--- src/rtl/rtc_rx_pkg.sv ---
package rtc_rx_pkg;

  // Default geometry of one control frame
  localparam int RTC_FRAME_BITS   = 67;
  localparam int RTC_CLKS_PER_BIT = 2;   // must be 2 or more
  localparam int RTC_FIELD_LSB    = 0;
  localparam int RTC_FIELD_W      = 22;

  typedef enum logic [0:0] {
    RTC_IDLE = 1'b0,
    RTC_RECV = 1'b1
  } rtc_rx_state_e;

  // Per-cycle events produced by the bit timer
  typedef struct packed {
    logic samp;     // this cycle is the sampling clock of a bit
    logic last;     // the sampled bit is the final bit of the frame
    logic restart;  // a start arrived while a frame was in progress
  } rtc_tick_t;

endpackage

--- src/rtl/rtc_rst_sync.sv ---
module rtc_rst_sync (
  input  logic clk,
  input  logic rst_n,
  output logic rst_sn
);

  logic [1:0] sync_q;

  always_ff @(posedge clk or negedge rst_n) begin
    if (!rst_n) begin
      sync_q <= 2'b00;
    end else begin
      sync_q <= {sync_q[0], 1'b1};
    end
  end

  assign rst_sn = sync_q[1];

endmodule

--- src/rtl/rtc_start_det.sv ---
module rtc_start_det (
  input  logic clk,
  input  logic rst_n,
  input  logic frame_en_i,
  output logic start_o
);

  logic prev_q;
  logic prev_d;

  always_comb begin
    prev_d  = frame_en_i;
    start_o = frame_en_i && !prev_q;
  end

  always_ff @(posedge clk or negedge rst_n) begin
    if (!rst_n) begin
      prev_q <= 1'b0;
    end else begin
      prev_q <= prev_d;
    end
  end

endmodule

--- src/rtl/rtc_bit_timer.sv ---
module rtc_bit_timer
  import rtc_rx_pkg::*;
#(
  parameter  int FRAME_BITS   = RTC_FRAME_BITS,
  parameter  int CLKS_PER_BIT = RTC_CLKS_PER_BIT,
  localparam int CW           = (CLKS_PER_BIT > 1) ? $clog2(CLKS_PER_BIT) : 1,
  localparam int BW           = $clog2(FRAME_BITS + 1)
) (
  input  logic          clk,
  input  logic          rst_n,
  input  logic          start_i,
  output rtc_tick_t     tick_o,
  output logic [BW-1:0] bit_idx_o,
  output logic          busy_o
);

  rtc_rx_state_e state_q, state_d;
  logic [CW-1:0] clk_q, clk_d;
  logic [BW-1:0] bit_q, bit_d;
  logic          period_end;

  always_comb begin
    period_end     = (state_q == RTC_RECV) && (clk_q == CW'(CLKS_PER_BIT - 1));
    tick_o.restart = start_i && (state_q == RTC_RECV);
    tick_o.samp    = period_end && !start_i;
    tick_o.last    = tick_o.samp && (bit_q == BW'(FRAME_BITS - 1));

    state_d = state_q;
    clk_d   = clk_q;
    bit_d   = bit_q;

    if (start_i) begin
      // the start cycle is the first clock of bit 0
      state_d = RTC_RECV;
      clk_d   = CW'(1);
      bit_d   = '0;
    end else if (state_q == RTC_RECV) begin
      if (period_end) begin
        clk_d = '0;
        if (tick_o.last) begin
          state_d = RTC_IDLE;
          bit_d   = '0;
        end else begin
          bit_d = bit_q + BW'(1);
        end
      end else begin
        clk_d = clk_q + CW'(1);
      end
    end
  end

  always_ff @(posedge clk or negedge rst_n) begin
    if (!rst_n) begin
      state_q <= RTC_IDLE;
      clk_q   <= '0;
      bit_q   <= '0;
    end else begin
      state_q <= state_d;
      clk_q   <= clk_d;
      bit_q   <= bit_d;
    end
  end

  assign bit_idx_o = bit_q;
  assign busy_o    = (state_q == RTC_RECV);

endmodule

--- src/rtl/rtc_field_shift.sv ---
module rtc_field_shift
  import rtc_rx_pkg::*;
#(
  parameter  int FRAME_BITS = RTC_FRAME_BITS,
  parameter  int FIELD_LSB  = RTC_FIELD_LSB,
  parameter  int FIELD_W    = RTC_FIELD_W,
  localparam int BW         = $clog2(FRAME_BITS + 1)
) (
  input  logic               clk,
  input  logic               rst_n,
  input  logic               start_i,
  input  logic               samp_i,
  input  logic [BW-1:0]      bit_idx_i,
  input  logic               ser_i,
  output logic [FIELD_W-1:0] field_next_o
);

  logic [FIELD_W-1:0] field_q, field_d;
  logic               lo_ok;
  logic               hi_ok;
  logic               shift_en;
  logic               load_en;
  logic [FIELD_W-1:0] shifted;

  // lower bound of the captured window
  generate
    if (FIELD_LSB == 0) begin : g_lo_open
      assign lo_ok = 1'b1;
    end else begin : g_lo_cmp
      assign lo_ok = (bit_idx_i >= BW'(FIELD_LSB));
    end
  endgenerate

  assign hi_ok = (bit_idx_i < BW'(FIELD_LSB + FIELD_W));

  // least significant bit arrives first: insert at the top, shift down
  generate
    if (FIELD_W == 1) begin : g_w1
      assign shifted = ser_i;
    end else begin : g_wn
      assign shifted = {ser_i, field_q[FIELD_W-1:1]};
    end
  endgenerate

  always_comb begin
    shift_en = samp_i && lo_ok && hi_ok;
    load_en  = start_i || shift_en;
    field_d  = field_q;
    if (start_i) begin
      field_d = '0;
    end else if (shift_en) begin
      field_d = shifted;
    end
  end

  always_ff @(posedge clk or negedge rst_n) begin
    if (!rst_n) begin
      field_q <= '0;
    end else if (load_en) begin
      field_q <= field_d;
    end
  end

  assign field_next_o = field_d;

endmodule

--- src/rtl/rtc_line_apply.sv ---
module rtc_line_apply
  import rtc_rx_pkg::*;
#(
  parameter int FIELD_W = RTC_FIELD_W
) (
  input  logic               clk,
  input  logic               rst_n,
  input  logic               done_i,
  input  logic [FIELD_W-1:0] field_i,
  input  logic               restart_i,
  input  logic               line_start_i,
  output logic [FIELD_W-1:0] word_o,
  output logic               valid_o,
  output logic               err_o
);

  logic               pend_q, pend_d;
  logic [FIELD_W-1:0] hold_q;
  logic [FIELD_W-1:0] word_q;
  logic               valid_q;
  logic               err_q, err_d;
  logic               apply;

  always_comb begin
    apply  = line_start_i && pend_q;
    pend_d = pend_q;
    if (done_i) begin
      pend_d = 1'b1;
    end else if (apply) begin
      pend_d = 1'b0;
    end
    err_d = err_q;
    if (restart_i) begin
      err_d = 1'b1;
    end else if (done_i) begin
      err_d = 1'b0;
    end
  end

  always_ff @(posedge clk or negedge rst_n) begin
    if (!rst_n) begin
      pend_q  <= 1'b0;
      valid_q <= 1'b0;
      err_q   <= 1'b0;
    end else begin
      pend_q  <= pend_d;
      valid_q <= apply;
      err_q   <= err_d;
    end
  end

  // holding register, loaded when a frame completes
  always_ff @(posedge clk or negedge rst_n) begin
    if (!rst_n) begin
      hold_q <= '0;
    end else if (done_i) begin
      hold_q <= field_i;
    end
  end

  // output register, loaded at the line strobe
  always_ff @(posedge clk or negedge rst_n) begin
    if (!rst_n) begin
      word_q <= '0;
    end else if (apply) begin
      word_q <= hold_q;
    end
  end

  assign word_o  = word_q;
  assign valid_o = valid_q;
  assign err_o   = err_q;

endmodule

--- src/rtl/rtc_rx.sv ---
module rtc_rx
  import rtc_rx_pkg::*;
#(
  parameter  int FRAME_BITS   = RTC_FRAME_BITS,
  parameter  int CLKS_PER_BIT = RTC_CLKS_PER_BIT,
  parameter  int FIELD_LSB    = RTC_FIELD_LSB,
  parameter  int FIELD_W      = RTC_FIELD_W,
  localparam int BW           = $clog2(FRAME_BITS + 1)
) (
  input  logic               clk,
  input  logic               rst_n,
  input  logic               rtc_ser,
  input  logic               rtc_frame_en,
  input  logic               line_start,
  output logic [FIELD_W-1:0] subc_word,
  output logic               subc_valid,
  output logic               frame_err
);

  logic               rst_sn;
  logic               start;
  rtc_tick_t          tick;
  logic [BW-1:0]      bit_idx;
  logic               busy;
  logic [FIELD_W-1:0] field_next;
  logic               samp_w;
  logic               last_w;
  logic               restart_w;

  rtc_rst_sync u_rst (
    .clk    (clk),
    .rst_n  (rst_n),
    .rst_sn (rst_sn)
  );

  rtc_start_det u_start (
    .clk        (clk),
    .rst_n      (rst_sn),
    .frame_en_i (rtc_frame_en),
    .start_o    (start)
  );

  rtc_bit_timer #(
    .FRAME_BITS   (FRAME_BITS),
    .CLKS_PER_BIT (CLKS_PER_BIT)
  ) u_timer (
    .clk       (clk),
    .rst_n     (rst_sn),
    .start_i   (start),
    .tick_o    (tick),
    .bit_idx_o (bit_idx),
    .busy_o    (busy)
  );

  assign samp_w    = tick.samp;
  assign last_w    = tick.last;
  assign restart_w = tick.restart;

  rtc_field_shift #(
    .FRAME_BITS (FRAME_BITS),
    .FIELD_LSB  (FIELD_LSB),
    .FIELD_W    (FIELD_W)
  ) u_shift (
    .clk          (clk),
    .rst_n        (rst_sn),
    .start_i      (start),
    .samp_i       (samp_w),
    .bit_idx_i    (bit_idx),
    .ser_i        (rtc_ser),
    .field_next_o (field_next)
  );

  rtc_line_apply #(
    .FIELD_W (FIELD_W)
  ) u_apply (
    .clk          (clk),
    .rst_n        (rst_sn),
    .done_i       (last_w),
    .field_i      (field_next),
    .restart_i    (restart_w),
    .line_start_i (line_start),
    .word_o       (subc_word),
    .valid_o      (subc_valid),
    .err_o        (frame_err)
  );

endmodule

--- config.mk ---
export PLATFORM = sky130hd
export DESIGN_NAME = rtc_rx
export DESIGN_NICKNAME = d
export VERILOG_FILES = /design/src/rtl/rtc_rx_pkg.sv /design/src/rtl/rtc_rst_sync.sv /design/src/rtl/rtc_start_det.sv /design/src/rtl/rtc_bit_timer.sv /design/src/rtl/rtc_field_shift.sv /design/src/rtl/rtc_line_apply.sv /design/src/rtl/rtc_rx.sv
export SDC_FILE = /design/constraint.sdc
export NUM_CORES = 1
export LEC_CHECK = 0
export BUFFER_PORTS_ARGS = -buffer_cell sky130_fd_sc_hd__buf_2
export CORE_ASPECT_RATIO = 0.9
export CORE_MARGIN = 1.5
export CORE_UTILIZATION = 55
export DETAILED_ROUTE_END_ITERATION = 7
export PLACE_DENSITY = 0.74
export SYNTH_ARGS = -nofsm -noshare
export SYNTH_HDL_FRONTEND = slang
export SYNTH_SLANG_ARGS = --single-unit
--- constraint.sdc ---
create_clock -name clk -period 2.8 [get_ports clk]
set_input_delay 0.56 -clock clk [delete_from_list [all_inputs] [get_ports clk]]
set_output_delay 0.56 -clock clk [all_outputs]
set_load 0.02 [all_outputs]
==> impl_metrics.env <==
export IMPL_syn2layout_area_growth_pct=11.8
export IMPL_criticalPathCategory="reg2reg"
export IMPL_via_count_of_the_first_global_routing_pass=2166
export IMPL_largest_family_of_logic_cells_by_synthesized_area="multiplexers"
export IMPL_route_antenna_remaining_nets=0
export IMPL_detail_route_vias_per_cell=5.19
export IMPL_final_core_utilization_pct=63.8
export IMPL_critical_path_max_stage_delay_ns=0.75
export IMPL_grt_overflow=0
export IMPL_setup_viols_final=0
export IMPL_synth_warning_count=0
export IMPL_mostFrequentLayoutCell="sky130_fd_sc_hd__dfrtp_1"
export IMPL_synth_compound_area_share_pct=7.20
export IMPL_totalNegativeSetupSlack_ns=0
export IMPL_totalWireLength_mm=5.55
export IMPL_max_cap_viol_count=0
export IMPL_number_of_synthesized_register_bits=81
export IMPL_dp_cells=388
export IMPL_worstPathRequired_ns=3.03
export IMPL_crit_path_max_fanout=23
export IMPL_die_area_sq_mm=0.00687
export IMPL_clock_insertion_delay_worst_skew_ns=0.35
export IMPL_fillCellCount=511
export IMPL_slew_viol_final=0
export IMPL_initial_antenna_violation_count=0
export IMPL_clock_tree_htree_level_count=3
export IMPL_average_size_of_a_mapped_cell_sq_um=12.3
export IMPL_routabilityCongestion=0.834
export IMPL_finClkSkew_ns=0.00649
export IMPL_fin_area_sq_mm=0.00392
export IMPL_register_area_sq_mm=0.00203
export IMPL_synth_area_sq_mm=0.00351
export IMPL_drive_above_1_share_pct=30.5
export IMPL_achievable_frequency_mhz=416
export IMPL_vias=2102
export IMPL_diodes=0
export IMPL_cts_root_buffer="sky130_fd_sc_hd__clkbuf_8"
export IMPL_critPathLaunchType="flop"
export IMPL_finalHoldWorstSlack_ns=0.348
export IMPL_register_to_register_setup_slack_ns=0.40
export IMPL_syn_nets=292
export IMPL_regToRegStartpoint="u_timer.bit_idx_o[3]"
export IMPL_synthCells=285
export IMPL_die_height_um=78.8
export IMPL_layoutNonFillerInstCount=405
export IMPL_tritoncts="done"
export IMPL_wire_length_of_the_first_global_routing_pass_mm=9.96
export IMPL_synthMuxAreaShare_pct=22.4
export IMPL_initial_core_util_pct=57.1
export IMPL_grt_max_degree=80
export IMPL_synth_simple_gate_area_share_pct=6.38
export IMPL_tritoncts_num_buffers=9
export IMPL_synthAdderAreaFrac_pct=0.713
export IMPL_placementRows=27
export IMPL_worstPathCellList="or4_1 -> or4_4 -> mux2_4"
export IMPL_final_nets=320
export IMPL_hold_path_endpoint="u_start.prev_q"
export IMPL_post_dp_hpwl_mm=3.46
export IMPL_timing_final_crit_period_ns=2.40
export IMPL_post_cts_resize_count=0
export IMPL_worst_r2r_endpoint="u_apply.hold_q[5]"
export IMPL_outcome="finished clean"
export IMPL_reg2reg_depth=3
export IMPL_route_detailed_drc=0
export IMPL_placedInstanceArea_sq_mm=0.00372
export IMPL_combined_area_of_the_multi_input_logic_cells_sq_mm=0.00130
export IMPL_drt_first_pass_iters=4
export IMPL_port_buffers=28
export IMPL_min_delay_path_class="in2reg"
export IMPL_cts_sinks=81
export IMPL_edff_count_synth=0
export IMPL_die_width_um=87.2
export IMPL_worst_endpoint_arrival_ns=2.63
export IMPL_final_hold_violation_count=0
export IMPL_cellLeakagePower_nw=2.00
export IMPL_hold_start="rtc_frame_en"
export IMPL_critPathCaptureType="flop"
export IMPL_final_period_utilization_pct=85.8
export IMPL_yosys_area_share_xor_xnor_pct=0
export IMPL_tightestPinTransition_ns=0.959
export IMPL_clockBufferDepth=2
export IMPL_seq_area_frac_synth_pct=57.8
export IMPL_ys_dominant_reg_cell="sky130_fd_sc_hd__dfrtp_1"
export IMPL_global_route_usage_total_pct=19.0
export IMPL_power_ir_vdd_worst_uv=315
export IMPL_core_area_sq_mm=0.00615
export IMPL_pin_count=29
export IMPL_most_common_layout_cells="sky130_fd_sc_hd__dfrtp_1 (80), sky130_fd_sc_hd__nand2_1 (32), sky130_fd_sc_hd__buf_2 (28), sky130_fd_sc_hd__inv_1 (27), sky130_fd_sc_hd__a21oi_1 (26)"
export IMPL_route_detailed_wl_per_inst_um=13.7
export IMPL_clk_transition_reported_paths_ns=0.08
export IMPL_power_per_cell_area_mw_per_mm2=586
export IMPL_worstHoldPathCells=1
export IMPL_detail_route_iter0_violations=106
export IMPL_post_synth_num_cell_types=34
export IMPL_grt_setup_unrepaired="false"
export IMPL_relative_slew_margins_pct=36.0
export IMPL_async_flop_share_pct=100
export IMPL_crit_slowest_cell="sky130_fd_sc_hd__or4_4"
## registers in the layout (all words and copies together), names as in the netlist
signal / flops
u_apply.err_o: 1
u_apply.hold_q: 22
u_apply.pend_q: 1
u_apply.valid_o: 1
u_apply.word_o: 22
u_rst.sync_q: 2
u_shift.field_q: 22
u_start.prev_q: 1
u_timer.bit_idx_o: 7
u_timer.busy_o: 1
u_timer.clk_q: 1
## metal layers
layer	wire length [um]	track usage [%]	vias to the layer above
met1	2630	24.4	1033
met5	0	0	-
met3	208	6.86	4
li1	-	-	1024
met4	30	5.24	0
met2	2680	30.5	41
## power by group
part	internal, mW	switching (mW)	total, mW
sequential	1.22	0.0634	1.28
combinational	0.0724	0.107	0.179
clock	0.415	0.420	0.835
## Yosys cell counts, drive strengths merged, types with 2 or more instances
| cell type | number | area [sq um] |
|---|---|---|
| nand2 | 32 | 120 |
| buf | 8 | 53.8 |
| clkbuf | 9 | 33.8 |
| o21ai | 4 | 20.0 |
| inv | 27 | 101 |
| o31ai | 2 | 15.0 |
| nand4 | 3 | 18.8 |
| o211ai | 2 | 15.0 |
| nand3 | 4 | 20.0 |
| mux2 | 44 | 567 |
| dfrtp | 81 | 2030 |
| mux2i | 22 | 220 |
| or4 | 3 | 26.3 |
| a21boi | 2 | 15.0 |
| a21oi | 26 | 130 |
| ha | 2 | 25.0 |
## cell families (layout without fill, tap and decap cells)
kind of cell | Yosys count | count (layout)
buf+inv | 44 | 77
simple gates | 48 | 48
compound gates | 43 | 43
other cells | 1 | 1
fa+ha+maj | 2 | 2
mux | 66 | 66
flops | 81 | 81
## final cells by class
| class | count | share of cell area, % |
|---|---|---|
| flip-flops and latches | 81 | 51.8 |
| repair buffers | 34 | 4.79 |
| well taps | 87 | 2.78 |
| multi-input cells | 160 | 33.1 |
| clock buffers | 10 | 3.25 |
| inverters | 27 | 2.58 |
| clock inverters | 6 | 1.72 |
## through the flow
| stage | setup WS [ns] | power (mW) |
|---|---|---|
| final | 0.399 | 2.30 |
| after global routing | 0.314 | 2.42 |
| after CTS | 0.383 | 2.34 |
| after detailed placement | 0.391 | 1.49 |
| after global placement | 0.457 | 1.48 |
| after floorplan | 0.377 | 1.44 |
## timing repair
action / CTS / global route
setup buffers: 0 / 0
hold endpoints to repair: 2 / 0
hold buffers: 1 / 0
## critical path, delay by kind of cell (launching register included)
family | cells | cell delay [ns]
flip-flops | 1 | 0.46
AND/OR/NAND/NOR | 2 | 1.45
multiplexers | 1 | 0.37
## worst max-delay path by stage
stage,cells after the start,to,startpoint,slack [ns]
floorplan,0,u_apply.err_o,u_rst.sync_q[1],0.38
global placement,3,u_apply.hold_q[13],u_timer.bit_idx_o[3],0.46
detailed placement,3,u_apply.hold_q[6],u_timer.bit_idx_o[3],0.39
CTS,3,u_apply.hold_q[16],u_timer.bit_idx_o[3],0.38
global route,3,u_apply.hold_q[5],u_timer.bit_idx_o[3],0.31
finish,3,u_apply.hold_q[5],u_timer.bit_idx_o[3],0.40
No activity file was read; power rests on OpenSTA's default activity.
